`src/rtl/bch8_pkg.sv`:
```
package bch8_pkg;

    localparam int GF_M      = 13;
    localparam logic [GF_M:0] GF_POLY = 14'h201B;
    localparam int BCH_T     = 8;
    localparam int PAR_BITS  = GF_M * BCH_T;
    localparam int PAR_BYTES = PAR_BITS / 8;

    // Index k holds the constant applied to output byte k.
    localparam logic [PAR_BYTES-1:0][7:0] ERASE_MASK = {
        8'hB5, 8'h24, 8'hE5, 8'h79, 8'h97, 8'hC2, 8'h9A,
        8'h93, 8'hED, 8'h09, 8'h2E, 8'h51, 8'hEF
    };

    typedef enum logic [1:0] {
        ST_IDLE,
        ST_RUN,
        ST_PAUSE,
        ST_DONE
    } seq_state_t;

    function automatic logic [GF_M-1:0] gf_xtime(input logic [GF_M-1:0] a);
        return {a[GF_M-2:0], 1'b0} ^ (a[GF_M-1] ? GF_POLY[GF_M-1:0] : '0);
    endfunction

    function automatic logic [GF_M-1:0] gf_mul(input logic [GF_M-1:0] a,
                                               input logic [GF_M-1:0] b);
        logic [GF_M-1:0] p;
        logic [GF_M-1:0] x;
        p = '0;
        x = a;
        for (int k = 0; k < GF_M; k++) begin
            if (b[k]) p = p ^ x;
            x = gf_xtime(x);
        end
        return p;
    endfunction

    // Product of the minimal polynomials of alpha^1, alpha^3 .. alpha^(2T-1).
    function automatic logic [PAR_BITS:0] bch_gen_poly();
        logic [PAR_BITS:0]           g;
        logic [PAR_BITS:0]           acc;
        logic [GF_M:0][GF_M-1:0]     mp;
        logic [GF_M-1:0]             beta;
        g    = '0;
        g[0] = 1'b1;
        for (int i = 1; i < 2 * BCH_T; i += 2) begin
            beta = GF_M'(1);
            for (int e = 0; e < i; e++) beta = gf_xtime(beta);
            mp    = '0;
            mp[0] = GF_M'(1);
            for (int j = 0; j < GF_M; j++) begin
                for (int k = GF_M; k > 0; k--)
                    mp[k] = mp[k-1] ^ gf_mul(mp[k], beta);
                mp[0] = gf_mul(mp[0], beta);
                beta  = gf_mul(beta, beta);
            end
            acc = '0;
            for (int k = 0; k <= GF_M; k++)
                if (mp[k][0]) acc = acc ^ (g << k);
            g = acc;
        end
        return g;
    endfunction

endpackage

```
`src/rtl/bch_lfsr_step.sv`:
```
module bch_lfsr_step
    import bch8_pkg::*;
(
    input  logic [PAR_BITS-1:0] rem_in,
    input  logic [7:0]          din,
    output logic [PAR_BITS-1:0] rem_out
);

    localparam logic [PAR_BITS:0] GEN = bch_gen_poly();

    logic [PAR_BITS-1:0] r;
    logic                fb;

    // Eight division steps unrolled, most significant data bit first.
    always_comb begin
        r  = rem_in;
        fb = 1'b0;
        for (int b = 7; b >= 0; b--) begin
            fb = r[PAR_BITS-1] ^ din[b];
            r  = {r[PAR_BITS-2:0], 1'b0} ^ (fb ? GEN[PAR_BITS-1:0] : '0);
        end
        rem_out = r;
    end

endmodule

```
`src/rtl/bch_seq_ctrl.sv`:
```
module bch_seq_ctrl
    import bch8_pkg::*;
#(
    parameter int SECT_BYTES = 512,
    parameter int SLOTS      = 8,
    localparam int BYTE_W    = $clog2(SECT_BYTES),
    localparam int SLOT_W    = $clog2(SLOTS)
)(
    input  logic              clk,
    input  logic              rst_n,
    input  logic              clr,
    input  logic              enable,
    input  logic [SLOT_W-1:0] cnt_m1,
    input  logic              valid,
    output logic              wr_en,
    output logic [SLOT_W-1:0] slot,
    output logic              done
);

    seq_state_t        state_q, state_d;
    logic [BYTE_W-1:0] byte_q;
    logic [SLOT_W-1:0] slot_q;
    logic [SLOT_W-1:0] last_q;
    logic              last_byte;

    assign last_byte = (byte_q == BYTE_W'(SECT_BYTES - 1));

    always_ff @(posedge clk or negedge rst_n) begin
        if (!rst_n) state_q <= ST_IDLE;
        else        state_q <= state_d;
    end

    always_comb begin
        state_d = state_q;
        unique case (state_q)
            ST_IDLE:  if (enable) state_d = ST_RUN;
            ST_RUN: begin
                if (!enable)
                    state_d = ST_PAUSE;
                else if (valid && last_byte && (slot_q == last_q))
                    state_d = ST_DONE;
            end
            ST_PAUSE: if (enable) state_d = ST_RUN;
            ST_DONE:  state_d = ST_DONE;
            default:  state_d = ST_IDLE;
        endcase
        if (clr) state_d = ST_IDLE;
    end

    always_comb begin
        wr_en = 1'b0;
        done  = 1'b0;
        unique case (state_q)
            ST_RUN:  wr_en = enable && valid && !clr;
            ST_DONE: done  = 1'b1;
            default: ;
        endcase
        slot = slot_q;
    end

    always_ff @(posedge clk or negedge rst_n) begin
        if (!rst_n) begin
            byte_q <= '0;
            slot_q <= '0;
            last_q <= '0;
        end else if (clr) begin
            byte_q <= '0;
            slot_q <= '0;
        end else begin
            if ((state_q == ST_IDLE) && enable) last_q <= cnt_m1;
            if (wr_en) begin
                if (last_byte) begin
                    byte_q <= '0;
                    if (slot_q != last_q) slot_q <= slot_q + 1'b1;
                end else begin
                    byte_q <= byte_q + 1'b1;
                end
            end
        end
    end

    AST_SLOT_ADVANCE: assert property (@(posedge clk) disable iff (!rst_n)
        (wr_en && last_byte && (slot_q != last_q)) |=>
        ((slot_q == SLOT_W'($past(slot_q) + 1'b1)) && (byte_q == '0)));

    AST_SLOT_BOUND: assert property (@(posedge clk) disable iff (!rst_n)
        (state_q != ST_IDLE) |-> (slot_q <= last_q));

    AST_DONE_HOLDS: assert property (@(posedge clk) disable iff (!rst_n)
        ((state_q == ST_DONE) && !clr) |=> (state_q == ST_DONE));

    AST_CLEAR_TO_IDLE: assert property (@(posedge clk) disable iff (!rst_n)
        clr |=> ((state_q == ST_IDLE) && (byte_q == '0) && (slot_q == '0)));

endmodule

```
`src/rtl/bch_rem_bank.sv`:
```
module bch_rem_bank
    import bch8_pkg::*;
#(
    parameter int SLOTS   = 8,
    localparam int SLOT_W = $clog2(SLOTS),
    localparam int RD_W   = $clog2(PAR_BYTES)
)(
    input  logic                clk,
    input  logic                rst_n,
    input  logic                clr,
    input  logic                wr_en,
    input  logic [SLOT_W-1:0]   wr_slot,
    input  logic [PAR_BITS-1:0] wr_rem,
    output logic [PAR_BITS-1:0] cur_rem,
    input  logic [SLOT_W-1:0]   rd_slot,
    input  logic [RD_W-1:0]     rd_byte,
    output logic [7:0]          rd_data
);

    logic [SLOTS-1:0][PAR_BITS-1:0] bank_q;
    logic [PAR_BITS-1:0]            sel;

    always_ff @(posedge clk or negedge rst_n) begin
        if (!rst_n)     bank_q <= '0;
        else if (clr)   bank_q <= '0;
        else if (wr_en) bank_q[wr_slot] <= wr_rem;
    end

    assign cur_rem = bank_q[wr_slot];

    // Byte 0 carries the highest-order remainder bits.
    always_comb begin
        sel     = bank_q[rd_slot];
        rd_data = 8'h00;
        for (int k = 0; k < PAR_BYTES; k++)
            if (rd_byte == RD_W'(k))
                rd_data = sel[PAR_BITS-1-8*k -: 8] ^ ERASE_MASK[k];
    end

    AST_BANK_STABLE: assert property (@(posedge clk) disable iff (!rst_n)
        (!wr_en && !clr) |=> $stable(bank_q));

    AST_CLEAR_ZERO: assert property (@(posedge clk) disable iff (!rst_n)
        clr |=> (bank_q == '0));

endmodule

```
`src/rtl/bch8_sector_encoder.sv`:
```
module bch8_sector_encoder
    import bch8_pkg::*;
#(
    parameter int SECT_BYTES = 512,
    parameter int SLOTS      = 8,
    localparam int SLOT_W    = $clog2(SLOTS),
    localparam int RD_W      = $clog2(PAR_BYTES)
)(
    input  logic              clk,
    input  logic              rst_n,
    input  logic              ecc_enable,
    input  logic              ecc_clear,
    input  logic [SLOT_W-1:0] sect_last,
    input  logic [7:0]        din,
    input  logic              din_valid,
    input  logic [SLOT_W-1:0] rd_sector,
    input  logic [RD_W-1:0]   rd_byte,
    output logic [7:0]        rd_data,
    output logic              done
);

    logic                wr_en;
    logic [SLOT_W-1:0]   slot;
    logic [PAR_BITS-1:0] cur_rem;
    logic [PAR_BITS-1:0] nxt_rem;

    bch_seq_ctrl #(
        .SECT_BYTES (SECT_BYTES),
        .SLOTS      (SLOTS)
    ) u_ctrl (
        .clk    (clk),
        .rst_n  (rst_n),
        .clr    (ecc_clear),
        .enable (ecc_enable),
        .cnt_m1 (sect_last),
        .valid  (din_valid),
        .wr_en  (wr_en),
        .slot   (slot),
        .done   (done)
    );

    bch_lfsr_step u_step (
        .rem_in  (cur_rem),
        .din     (din),
        .rem_out (nxt_rem)
    );

    bch_rem_bank #(
        .SLOTS (SLOTS)
    ) u_bank (
        .clk     (clk),
        .rst_n   (rst_n),
        .clr     (ecc_clear),
        .wr_en   (wr_en),
        .wr_slot (slot),
        .wr_rem  (nxt_rem),
        .cur_rem (cur_rem),
        .rd_slot (rd_sector),
        .rd_byte (rd_byte),
        .rd_data (rd_data)
    );

    AST_DONE_AFTER_BYTE: assert property (@(posedge clk) disable iff (!rst_n)
        $rose(done) |-> $past(din_valid && ecc_enable));

endmodule

```
`config.mk`:
```
export PLATFORM = sky130hd
export DESIGN_NAME = bch8_sector_encoder
export DESIGN_NICKNAME = d
export VERILOG_FILES = /design/src/rtl/bch8_pkg.sv /design/src/rtl/bch_lfsr_step.sv /design/src/rtl/bch_seq_ctrl.sv /design/src/rtl/bch_rem_bank.sv /design/src/rtl/bch8_sector_encoder.sv
export SDC_FILE = /design/constraint.sdc
export NUM_CORES = 2
export LEC_CHECK = 0
export BUFFER_PORTS_ARGS = -buffer_cell sky130_fd_sc_hd__buf_2
export CORE_ASPECT_RATIO = 1.1
export CORE_MARGIN = 8
export CORE_UTILIZATION = 30
export DETAILED_ROUTE_END_ITERATION = 7
export PLACE_DENSITY_LB_ADDON = 0.12
export SYNTH_ARGS = -nofsm -noshare
export SYNTH_HDL_FRONTEND = slang
export SYNTH_SLANG_ARGS = --single-unit
```
`constraint.sdc`:
```
create_clock -name clk -period 4.5 [get_ports clk]
set_input_delay 0.675 -clock clk [delete_from_list [all_inputs] [get_ports clk]]
set_output_delay 0.675 -clock clk [all_outputs]
set_load 0.02 [all_outputs]
```
# Yosys cells after proc, flatten, opt, wreduce, memory -nomap -nowiden
# Index checks and enable logic that the tools add are counted.
[totals] regBits=849 inputBits=23 out_inout_bits=9 wordCells=127
[classes] addsub=2 n_lt_le_gt_ge=3 n_eq_ne=20 n_mux=44 n_bitwise=30 n_reduce_logical=16
[op_table] cell="832-bit 2-to-1 mux" n=2
[op_table] cell="832-bit bitwise mux" n=1
[op_table] cell="104-bit bitwise XOR" n=8
[op_table] cell="101-bit 2-to-1 mux" n=8
[op_table] cell="104-bit binary-select mux with 3-bit select" n=2
[op_table] cell="104-bit demux with 3-bit select" n=1
[op_table] cell="104-bit 2-to-1 mux" n=3
[op_table] cell="8-bit 2-to-1 mux" n=13
[op_table] cell="9-bit 2-to-1 mux" n=3
[op_table] cell="4-bit equality test (second input constant)" n=5
[op_table] cell="5-bit NOT" n=4
[op_table] cell="4-bit by 3-bit equality test with 1-bit output (second input constant)" n=4
[op_table] cell="3-bit 2-to-1 mux" n=4
[op_table] cell="4-bit NOT" n=3
[op_table] cell="9-bit by 1-bit adder with 9-bit output (second input constant)" n=1
[op_table] cell="9-bit equality test (second input constant)" n=1
[op_table] cell="4-bit by 2-bit equality test with 1-bit output (second input constant)" n=2
[op_table] cell="3-bit by 4-bit < comparator with 1-bit output (second input constant)" n=2
[op_table] cell="2-bit 2-to-1 mux" n=4
[op_table] cell="1-bit bitwise XOR" n=8
[op_table] cell="7-bit NOT" n=1
[op_table] cell="1-bit logical AND" n=6
[op_table] cell="3-bit NOT" n=2
[op_table] cell="6-bit NOT" n=1
[op_table] cell="20 further kinds" n=26

# Depth between registers and ports, before layout
[depth] depth_word=29 mapped_depth=15 mapped_depth_nobuf=9

# By module
# Synthesis repeated with hierarchy kept, for this count alone.
[unflattened] cells_unflattened=5215 area_unflattened_um2=47381.7
[by_module_without_submodules] module="bch_rem_bank" n_inst=1 cells_each=4918 area_per_inst_um2=44291.2 seq_area_each_um2=20820.0
[by_module_without_submodules] module="bch_lfsr_step" n_inst=1 cells_each=214 area_per_inst_um2=2198.4 seq_area_each_um2=0.0
[by_module_without_submodules] module="bch_seq_ctrl" n_inst=1 cells_each=83 area_per_inst_um2=892.1 seq_area_each_um2=425.4

# Worst setup path before layout
# Ideal clock, no wire load.
[synth_path] path_kind="in2out" from="input port rd_sector[0]" to="output port rd_data[1]" arrival_time_ps=3808 t_required_ps=3825 setup_slack_ps=17 cell_stages=10 n_path_buf=5 path_cell_list="buf_2 > buf_2 > buf_2 > buf_1 > buf_1 > mux4_2 > mux2i_1 > o22ai_1 > a211oi_1 > o211ai_1"
[synth_via] elab_chain_cells=16 elab_cells_between_ends=21 cone_classes="15 x mux; 6 x bitwise"
[synth_lines] item="start, declared" line_no="bch8_sector_encoder.sv:16" rtl="input logic [SLOT_W-1:0] rd_sector,"
[synth_lines] item="104-bit binary-select mux with 3-bit select (*)" line_no="bch_rem_bank.sv:33" rtl="sel = bank_q[rd_slot];"
[synth_lines] item="104-bit 2-to-1 mux (not written as such) (*)" line_no="bch_rem_bank.sv:33"
[synth_lines] item="7-bit NOT (no line)"
[synth_lines] item="8-bit 2-to-1 mux (12 in a row)" line_no="bch_rem_bank.sv:36" rtl="if (rd_byte == RD_W'(k))"
[synth_lines] item="8-bit 2-to-1 mux (*)" line_no="bch_rem_bank.sv:36"
[synth_lines] item="end, declared" line_no="bch8_sector_encoder.sv:18" rtl="output logic [7:0] rd_data,"
# Mark *: on every way between the ends. The rest lies on a longest branch, timed or not. The select of a mux whose other input is x is not followed.

# Worst setup path in the final report
# Ends and elaborated chain as after synthesis.

==> impl_metrics.yaml <==
clock_network:
  ctsHtreeMaxLevel: 3
  clk_pin_slew_worst_paths_ns: 0.06
  root_buffer: "clkbuf_16"
  numCtsBuffers: 101
  cts_tree: "done"
  clkSinkCount: 849
  cts_buffer_depth: 3
  clk_latency_ns: 0.75
setup_path:
  reg2reg_setup_slack_ns: 0.32
  crit_required_ns: 3.83
  start_kind: "input port"
  cp_max_fo: 25
  worstSetupPathType: "input port to output pin"
  r2r_cells: 9
  worst-endpoint-arrival_ns: 3.65
  r2r_start: "u_ctrl.slot[2]"
  end_kind: "output pin"
  r2r-end: "u_bank.bank_q[249]"
timing:
  finalSetupViolCount: 0
  rsz0062_at_grt: "false"
  fin_crit_sh_pct: 96.2
  clock_skew_ns: 0.0418
  fin_ws_ns: 0.172
  fmax_ghz: 0.231
  period_needed_ns: 4.33
  finalHoldViolCount: 0
  tns_ns: 0
  slew_violations: 0
  relSlewSlack_pct: 27.8
  worstMarginPinSlew_ns: 1.08
logic_synthesis:
  synth_seq_cells: 849
  synth_warnings: 0
  ys_top_cells_by_count: "849 x dfrtp_1, 707 x nand2_1, 655 x nand3b_1"
  synthDistinctLibCells: 59
  syn_inst: 4638
  avgSynthCellArea_sq_um: 10.7
  synth_edf_count: 0
  synth_area_leaders: "dfrtp_1 43%, mux4_2 12%, nand3b_1 9.9%"
  yosysTopAreaCellShare_pct: 42.9
  async_reset_ff_share_pct: 100
  synth_nets: 4664
  yosysTopAreaCell: "dfrtp_1"
  synth_most_common_cell: "dfrtp_1"
  yosys_most_used_dff: "dfrtp_1"
  ys_seq_area_share_pct: 42.9
  syn_area_sq_mm: 0.0495
place:
  hpwl_um: 133000
  portBuffers: 31
  gp_congestion: 0.848
  dpl_worst_slack_ns: -0.147
  dp.cells: 6734
grt:
  grt_pass1_vias: 39900
  grt.busiest_layer: "met2"
  grt_use_met3_pct: 4.15
  use_met2_pct: 37.6
  grtUsageMet1_pct: 33.1
  grt_pass1_wl_um: 316000
  grt_usage_pct: 24.0
  grt_antenna_before_repair: 5
  grt_remaining_overflow: 0
  grt_max_degree: 199
detailed_routing:
  via_per_inst: 5.81
  vias: 40200
  drt_iter0_drc: 4405
  wire_per_inst_um: 31.8
  ant_nets: 0
  routed_wl_um: 220000
  drcViolationCount: 0
  dr.pass1.iters: 5
floorplan:
  core_area_sq_mm: 0.164
  pin_count: 32
  rows: 156
  die_y_um: 442
  fp.dieArea_sq_mm: 0.178
  initial_core_util_pct: 30.2
  die-width_um: 403
layout:
  drive_above_1_share_pct: 20.1
  area_delta_synth_final_pct: 15.9
  finish.net_count: 4652
  finalNonFillerCells: 6917
  fin_util_pct: 35.0
flow_run:
  maxCapViolCount: 0
power:
  ir_worst_vdd_v: 0.000284
  p_per_area_mw_per_mm2: 348
  p_leak_uw: 0.0264
  p_total_uw: 20000
hold_path:
  hp-start: "sect_last[1]"
  hold_class: "input port to flop"
  hold_path_depth: 2
  hold_end: "u_ctrl.last_q[1]"
outcome:
  status: "completed"
==> worst max path at each step <==
stage	startpoint	to	slack, ns	cells past startpoint
final	rd_sector[0]	rd_data[1]	0.17	12
after global routing	u_bank.bank_q[818]	rd_data[2]	0.06	8
after global placement	rd_sector[0]	rd_data[1]	-0.13	12
after detailed placement	rd_sector[0]	rd_data[1]	-0.15	12
after floorplan	rd_sector[0]	rd_data[1]	0.02	10
after CTS	u_bank.bank_q[298]	rd_data[2]	0.11	8
==> cell usage in the layout, fill, tap and decap left out, types with 19 or more instances in the layout <==
| cell | n |
|---|---|
| dfrtp_1 | 846 |
| nand2_1 | 704 |
| nand3b_1 | 655 |
| o21ai_0 | 349 |
| mux4_2 | 258 |
| buf_4 | 237 |
| nor3b_1 | 182 |
| a21o_1 | 176 |
| o22ai_1 | 169 |
| mux2i_1 | 127 |
| mux2_2 | 126 |
| xnor2_1 | 115 |
| clkbuf_16 | 105 |
| o221ai_1 | 65 |
| buf_12 | 65 |
| a21oi_1 | 56 |
| nor2_1 | 48 |
| xor2_1 | 47 |
| xnor3_1 | 28 |
| clkbuf_8 | 26 |
| buf_2 | 26 |
| a221oi_1 | 23 |
| a22oi_1 | 21 |
| clkinv_2 | 19 |
==> metrics by stage <==
step                hold WS, ns  area, sq um
CTS                       0.110        57400
floorplan                 0.379        49500
detailed placement        0.515        54000
finish                    0.163        57400
global placement          0.511        54000
global route              0.163        57400
==> worst max-delay path, cell delays in order <==
cell and delay (ns):
buf_8 0.32, buf_12 0.21, buf_12 0.21, mux4_2 0.54
mux2i_1 0.21, o22ai_1 0.11, buf_4 0.18, a211oi_4 0.40
buf_4 0.19, o211ai_1 0.17, buf_4 0.22, buf_2 0.15
==> logic make-up (layout without fill, tap and decap cells) <==
logic type | after synthesis | count (layout) | share of synthesized area, %
other cells | 0 | 4 | 0
compound gates | 913 | 913 | 11.6
xor+xnor | 215 | 215 | 4.99
flops | 849 | 849 | 42.9
simple gates | 1691 | 1691 | 19.6
buf+inv | 455 | 518 | 3.60
mux | 512 | 512 | 17.2
fa+ha+maj | 3 | 3 | 0.0758
==> area by class of cell <==
| cell class | instances | area (sq um) |
|---|---|---|
| fillers | 16300 | 107000 |
| multi-input cells | 3334 | 26700 |
| flip-flops and latches | 849 | 21300 |
| repair buffers | 334 | 3290 |
| clock buffers | 149 | 3050 |
| well taps | 2212 | 2770 |
| clock inverters | 29 | 263 |
| inverters | 6 | 22.5 |
| diodes | 4 | 10.0 |
==> power breakdown <==
part | internal, uW | switching (uW) | total [uW]
Combinational | 1280 | 2500 | 3780
Clock | 4890 | 3610 | 8500
Sequential | 7680 | 39.0 | 7720
Total | 13800 | 6150 | 20000
==> sequential cells by signal, summed over array words and instances, names as in the netlist <==
| register | count |
|---|---|
| u_ctrl.byte_q | 9 |
| u_ctrl.last_q | 3 |
| u_ctrl.state_q | 2 |
| u_ctrl.slot | 3 |
| u_bank.bank_q | 832 |
==> metal layers <==
metal / routed length, um / up-vias
li1: - / 17000
met1: 95200 / 21100
met2: 100000 / 1773
met3: 15100 / 377
met4: 9310 / 0
met5: 0 / -
==> what timing repair did <==
item / 4_1_cts / 5_1_grt
hold buffers: 1 / 0
pin swaps: 0 / 0
hold endpoints to repair: 40 / 0
gates resized for setup: 2 / 1
buffers inserted: 0 / 0
endpoints found under the setup margin: 2 / 1
Power figures use the tool's default switching activity.
